File: src/rtl/cmp_out_pkg.sv
package cmp_out_pkg;
  localparam int MODE_W = 2;
  localparam int WAVE_W = 2;

  typedef enum logic [WAVE_W-1:0] {
    WAVE_NORMAL = 2'b00,
    WAVE_CTC    = 2'b01,
    WAVE_FAST   = 2'b10,
    WAVE_PHASE  = 2'b11
  } waveMode_e;

  localparam logic [MODE_W-1:0] ACT_NONE = 2'b00;
  localparam logic [MODE_W-1:0] ACT_ALT  = 2'b01;
  localparam logic [MODE_W-1:0] ACT_LOW  = 2'b10;
  localparam logic [MODE_W-1:0] ACT_HIGH = 2'b11;

  // Strobes from the control module to the datapath (at most one active)
  typedef struct packed {
    logic doSet;
    logic doClr;
    logic doTgl;
  } stateCmd_t;
endpackage

File: src/rtl/cmp_out_ctrl.sv
module cmp_out_ctrl
  import cmp_out_pkg::*;
(
  input  logic              matchPulse,
  input  logic              bottomPulse,
  input  logic              forceStrobe,
  input  logic [MODE_W-1:0] modeField,
  input  logic [WAVE_W-1:0] waveMode,
  output stateCmd_t         cmd,
  output logic              overrideEn
);
  waveMode_e wave;
  logic      isPwm;
  logic      anyEvt;

  assign wave       = waveMode_e'(waveMode);
  assign isPwm      = waveMode[WAVE_W-1];
  // Match and force merge into a single event so that the action is applied once
  assign anyEvt     = matchPulse | (forceStrobe & ~isPwm);
  assign overrideEn = |modeField;

  always_comb begin
    cmd = '0;
    unique case (wave)
      WAVE_NORMAL, WAVE_CTC: begin
        if (anyEvt) begin
          unique case (modeField)
            ACT_ALT:  cmd.doTgl = 1'b1;
            ACT_LOW:  cmd.doClr = 1'b1;
            ACT_HIGH: cmd.doSet = 1'b1;
            default:  cmd = '0;
          endcase
        end
      end
      WAVE_FAST: begin
        if (matchPulse) begin
          if (modeField == ACT_LOW)  cmd.doClr = 1'b1;
          if (modeField == ACT_HIGH) cmd.doSet = 1'b1;
        end else if (bottomPulse) begin
          if (modeField == ACT_LOW)  cmd.doSet = 1'b1;
          if (modeField == ACT_HIGH) cmd.doClr = 1'b1;
        end
      end
      WAVE_PHASE: begin
        if (matchPulse) begin
          if (modeField == ACT_LOW)  cmd.doClr = 1'b1;
          if (modeField == ACT_HIGH) cmd.doSet = 1'b1;
        end
      end
      default: cmd = '0;
    endcase
  end
endmodule

File: src/rtl/cmp_out_datapath.sv
module cmp_out_datapath
  import cmp_out_pkg::*;
#(
  parameter logic RESET_STATE = 1'b0
) (
  input  logic      clk,
  input  logic      rstN,
  input  stateCmd_t cmd,
  input  logic      overrideEn,
  input  logic      portData,
  input  logic      portDir,
  output logic      pinOut,
  output logic      pinOe,
  output logic      ocState
);
  logic stateNext;

  always_comb begin
    stateNext = ocState;
    if (cmd.doSet)      stateNext = 1'b1;
    else if (cmd.doClr) stateNext = 1'b0;
    else if (cmd.doTgl) stateNext = ~ocState;
  end

  always_ff @(posedge clk or negedge rstN) begin
    if (!rstN) ocState <= RESET_STATE;
    else       ocState <= stateNext;
  end

  assign pinOut = overrideEn ? ocState : portData;
  assign pinOe  = portDir;
endmodule

File: src/rtl/cmp_out_unit.sv
module cmp_out_unit
  import cmp_out_pkg::*;
(
  input  logic       clk,
  input  logic       rstN,
  input  logic       matchPulse,
  input  logic       bottomPulse,
  input  logic       forceStrobe,
  input  logic [1:0] modeField,
  input  logic [1:0] waveMode,
  input  logic       portData,
  input  logic       portDir,
  output logic       pinOut,
  output logic       pinOe
);
  stateCmd_t cmd;
  logic      overrideEn;
  logic      ocState;

  cmp_out_ctrl i_ctrl (
    .matchPulse (matchPulse),
    .bottomPulse(bottomPulse),
    .forceStrobe(forceStrobe),
    .modeField  (modeField),
    .waveMode   (waveMode),
    .cmd        (cmd),
    .overrideEn (overrideEn)
  );

  cmp_out_datapath #(.RESET_STATE(1'b0)) i_dp (
    .clk       (clk),
    .rstN      (rstN),
    .cmd       (cmd),
    .overrideEn(overrideEn),
    .portData  (portData),
    .portDir   (portDir),
    .pinOut    (pinOut),
    .pinOe     (pinOe),
    .ocState   (ocState)
  );
endmodule

File: config.mk
export PLATFORM = sky130hd
export DESIGN_NAME = cmp_out_unit
export DESIGN_NICKNAME = d
export VERILOG_FILES = /design/src/rtl/cmp_out_pkg.sv /design/src/rtl/cmp_out_ctrl.sv /design/src/rtl/cmp_out_datapath.sv /design/src/rtl/cmp_out_unit.sv
export SDC_FILE = /design/constraint.sdc
export NUM_CORES = 1
export LEC_CHECK = 0
export ABC_AREA = 1
export ABC_CLOCK_PERIOD_IN_PS = 1200
export BUFFER_PORTS_ARGS = -buffer_cell sky130_fd_sc_hd__buf_2
export CORE_AREA = 2 2 39 41
export DETAILED_ROUTE_END_ITERATION = 12
export DIE_AREA = 0 0 41 43
export GPL_TIMING_DRIVEN = 1
export PLACE_DENSITY = 0.41
export SYNTH_ARGS = -nofsm -noshare
export SYNTH_HDL_FRONTEND = slang
export SYNTH_HIERARCHICAL = 1
export SYNTH_SLANG_ARGS = --single-unit
export TNS_END_PERCENT = 1
File: constraint.sdc
create_clock -name clk -period 1.2 [get_ports clk]
set_clock_uncertainty 0.2 [all_clocks]
set_input_delay 0.3 -clock clk [delete_from_list [all_inputs] [get_ports clk]]
set_output_delay 0.3 -clock clk [all_outputs]
set_load 0.05 [all_outputs]
# ---- Yosys cells after proc, flatten, opt, wreduce, memory -nomap -nowiden
# Cells that the tools add are included.
dict set report word_totals {
  reg_bits 1
  word_cells 28
  output_inout_bits 2
  inputBits 11
}
dict set report op_classes {
  muxes 13
  n_bitwise 4
  reduce_logical 4
  eq_ne 6
}
# operator n
set op_table {}
lappend op_table {{== test 2 bit (second input constant)} 4}
lappend op_table {{2-to-1 mux 1 bit} 8}
lappend op_table {{2-to-1 mux 2 bit} 3}
lappend op_table {{one-hot mux 2 bit (3 select lines)} 1}
lappend op_table {{== test 2 x 1 -> 1 bit (second input constant)} 2}
lappend op_table {{OR reduction 2 bit} 2}
lappend op_table {{2-to-1 mux 3 bit} 1}
lappend op_table {{nonzero test 3 bit} 1}
lappend op_table {{logical NOT 2 bit} 1}
lappend op_table {{inverter 1 bit} 2}
lappend op_table {{AND 1 bit} 1}
lappend op_table {{bitwise OR 1 bit} 1}

# ---- Logic depth before layout (Yosys ltp)
dict set report logic_depth {
  depth_word 8
  ltp_mapped 8
  depth_no_buf 8
}

# ---- By module
# The synthesis kept the hierarchy.
# mod instances cells_per_inst area_each_um2 seq_area_each_um2
set by_module_without_submodules {}
lappend by_module_without_submodules {cmp_out_ctrl 1 20 87.6 0.0}
lappend by_module_without_submodules {cmp_out_datapath 1 12 72.6 25.0}

# ---- Least setup slack after synthesis
# Ideal clock, no wire load.
dict set report synth_timing {
  path_type {input to output}
  from {in modeField[0]}
  to {out pinOut}
  setup_slack_ps -621
  required_time_ps 700
  arrival_time_ps 1321
  n_path_buf 0
  path_stages 2
  cell_sequence {or2_1 -> a21oi_1}
}
dict set report synth_via {
  elab_chain_cells 2
}
# element line
set synth_lines {}
lappend synth_lines {{start: declaration} cmp_out_unit.sv:9} ;# input logic [1:0] modeField,
lappend synth_lines {{OR reduction 2 bit} cmp_out_ctrl.sv:20} ;# assign overrideEn = |modeField;
lappend synth_lines {{2-to-1 mux 1 bit} cmp_out_datapath.sv:30} ;# assign pinOut = overrideEn ? ocState : portData;
lappend synth_lines {{end: declaration} cmp_out_unit.sv:13} ;# output logic pinOut,
# No other way between the ends.

# ---- Worst setup path in the final report
dict set report layout_timing {
  from {in modeField[0]}
  to {out pinOut}
}
dict set report layout_via {
  elab_chain_cells 2
}
# element line
set layout_lines {}
lappend layout_lines {{OR reduction 2 bit} cmp_out_ctrl.sv:20}
lappend layout_lines {{via overrideEn} cmp_out_unit.sv:17} ;# logic overrideEn;
lappend layout_lines {{2-to-1 mux 1 bit} cmp_out_datapath.sv:30}
# The timed path passes the listed nets, and every way through them passes these cells.

==> impl_metrics.tcl <==
set metrics [dict create \
    status "finished, violations left" \
    violations "setup timing" \
    swShare 0.415 \
    crit_arrival_ns 0.94 \
    nets 59 \
    reg.largest.list "i_dp/ocState (1)" \
    syn_area_sq_um 160 \
    syn_inst 32 \
    netlist.area_leader.share 0.234 \
    ir_worst_vdd_v 0.000136 \
    period_share 1.20 \
    switching_power_uw 71.8 \
    synth_cell_types 10 \
    ys_ff_latch 1 \
    fin_crit_ns 1.44 \
    dieWidth_um 41 \
    synth_area_per_cell_sq_um 5.00 \
    antenna_cells 0 \
    criticalPathCategory "in -> out" \
    grt_busiest_layer "met2" \
    rsz0062_at_grt "yes" \
    fmax_mhz 692 \
    regMostFlops "i_dp/ocState" \
    initial_core_util 0.116 \
    p_seq_frac 0.256 \
    syn_nets 43 \
    synth_top_area_cell "nand2_1" \
    core-area_sq_um 1380 \
    clkPwrFrac 0 \
    comb_power_share 0.744 \
    drv_slew 0 \
    use_met2 0.0844 \
    vias 217 \
    finalNonFillerCells 62 \
    gp_congestion 0.675 \
    end_kind "primary output" \
    dr.pass1.iters 4 \
    hp-class "reg -> reg" \
    ys_top_cells_by_area "nand2_1, inv_1, dfrtp_1, nand3_1, nor2_2" \
    die_height_um 43 \
    synth-seq-area-share 0.156 \
    overflow 0 \
    start_kind "input port" \
    grt_pass1_vias 190 \
    path_clk_slew_ns 0 \
    drtIter0Drc 2 \
    place_ws_ns -0.376 \
    grt_use_total 0.0520 \
    finalHoldViolations 0 \
    startpoint "modeField[0]" \
    synth_edf_count 0 \
    final_core_util 0.232 \
    largest_reg_flops 1 \
    p_leak_uw 0.000169 \
    fill_cells 158 \
    postSynth.asyncResetShare 1.00 \
    port_buffers 10 \
    wl_per_cell_um 6.00 \
    viasPerCell 3.50 \
    wl_um 372 \
    drtAntennaViolNets 0 \
    slew_headroom 0.903 \
    layout-drive-gt1-share 0.478 \
    cap_violations 0 \
    fp-row-count 14 \
    power.internal_uw 101 \
    met1_usage 0.0794 \
    worst-slew-pin-transition_ns 0.145 \
    yosysMostFrequentCell "nand2_1" \
    yosysWarnings 6 \
    globalRouteMet3Util 0 \
    synth-main-ff-cell "dfrtp_1" \
    clk_latency_ns 0 \
    die-area_sq_um 1760 \
    setup_viol 2 \
    syn_to_final_growth_pct 101 \
    grt_start_max_net_pins 4 \
    io_pins 13 \
    power_density_nw_per_um2 537 \
    hold_start "i_dp/ocState$_DFFE_PN0P_" \
    required_ns 0.70 \
    layout_setup_ws_ns -0.244 \
    r2r_start "i_dp/ocState$_DFFE_PN0P_" \
    route.detailed.drc 0 \
    grt_first_pass_wirelength_um 717 \
    antenna_found_initial 0 \
    place_inst 61 \
    synth_common_cells "nand2_1, inv_1, nand3_1" \
    cp_max_fo 2 \
]
==> logic make-up after synthesis <==
logic type	Yosys count	synth area share
compound gates	2	0.0625
buf+inv	10	0.258
flops	1	0.156
simple gates	19	0.523
==> stage by stage <==
step / total power [uW] / hold slack (ns) / cell area (sq um) / setup TNS, ns
after CTS: 171 / 0.359 / 312 / -0.343
after floorplan: 120 / -0.196 / 174 / -0.172
after global placement: 149 / -0.123 / 267 / -0.514
final: 173 / 0.341 / 322 / -0.322
after detailed placement: 150 / -0.123 / 267 / -0.527
after global routing: 186 / 0.384 / 322 / -0.407
==> per-layer routing <==
metal	up-vias	part of all wire
li1	120	-
met1	91	0.47
met2	6	0.48
met3	0	0.048
met4	0	0
met5	-	0
==> layout make-up <==
cell class / count / area (sq um) / area share
Inverter: 9 / 33.8 / 0.105
Tap cell: 16 / 20.0 / 0.0623
Multi-Input combinational cell: 21 / 134 / 0.416
Timing Repair Buffer: 15 / 109 / 0.339
Sequential cell: 1 / 25.0 / 0.0778
==> what timing repair did <==
action                                  4_1_cts  5_1_grt
endpoints found under the setup margin        2        2
hold buffers                                  1        0
cloned                                        0        0
setup buffers                                 0        0
hold endpoints to repair                      1        0
gates resized for setup                       8        3
pin swaps                                     0        1
==> critical path: stages <==
cell,delay [ns]
buf_6,0.09
or2_4,0.26
a21oi_4,0.12
buf_6,0.17
==> final timing paths <==
path	cells after the start	end	slack (ns)
setup / recovery	4	pinOut	-0.24
hold / removal	3	i_dp/ocState$_DFFE_PN0P_	0.34
setup reg to reg	4	i_dp/ocState$_DFFE_PN0P_	0.23
hold reg to reg	3	i_dp/ocState$_DFFE_PN0P_	0.34
max in group asynchronous	2	i_dp/ocState$_DFFE_PN0P_	0.30
min in group asynchronous	2	i_dp/ocState$_DFFE_PN0P_	0.41
==> power groups by stage <==
stage	clock network (uW)	logic, uW	registers [uW]
after floorplan	0	76.8	43.1
after global placement	0	105	44.5
after detailed placement	0	105	44.9
after CTS	0	126	44.9
after global routing	0	141	45.5
final	0	129	44.3
==> layout by cell type (no fill, tap or decap), types with 3 or more instances in the layout <==
cell type	instances
buf_4	4
inv_1	7
nand3_1	3
buf_6	3
buf_2	7
nand2_1	10
nor2_4	3
No activity file was read; power rests on OpenSTA's default activity.
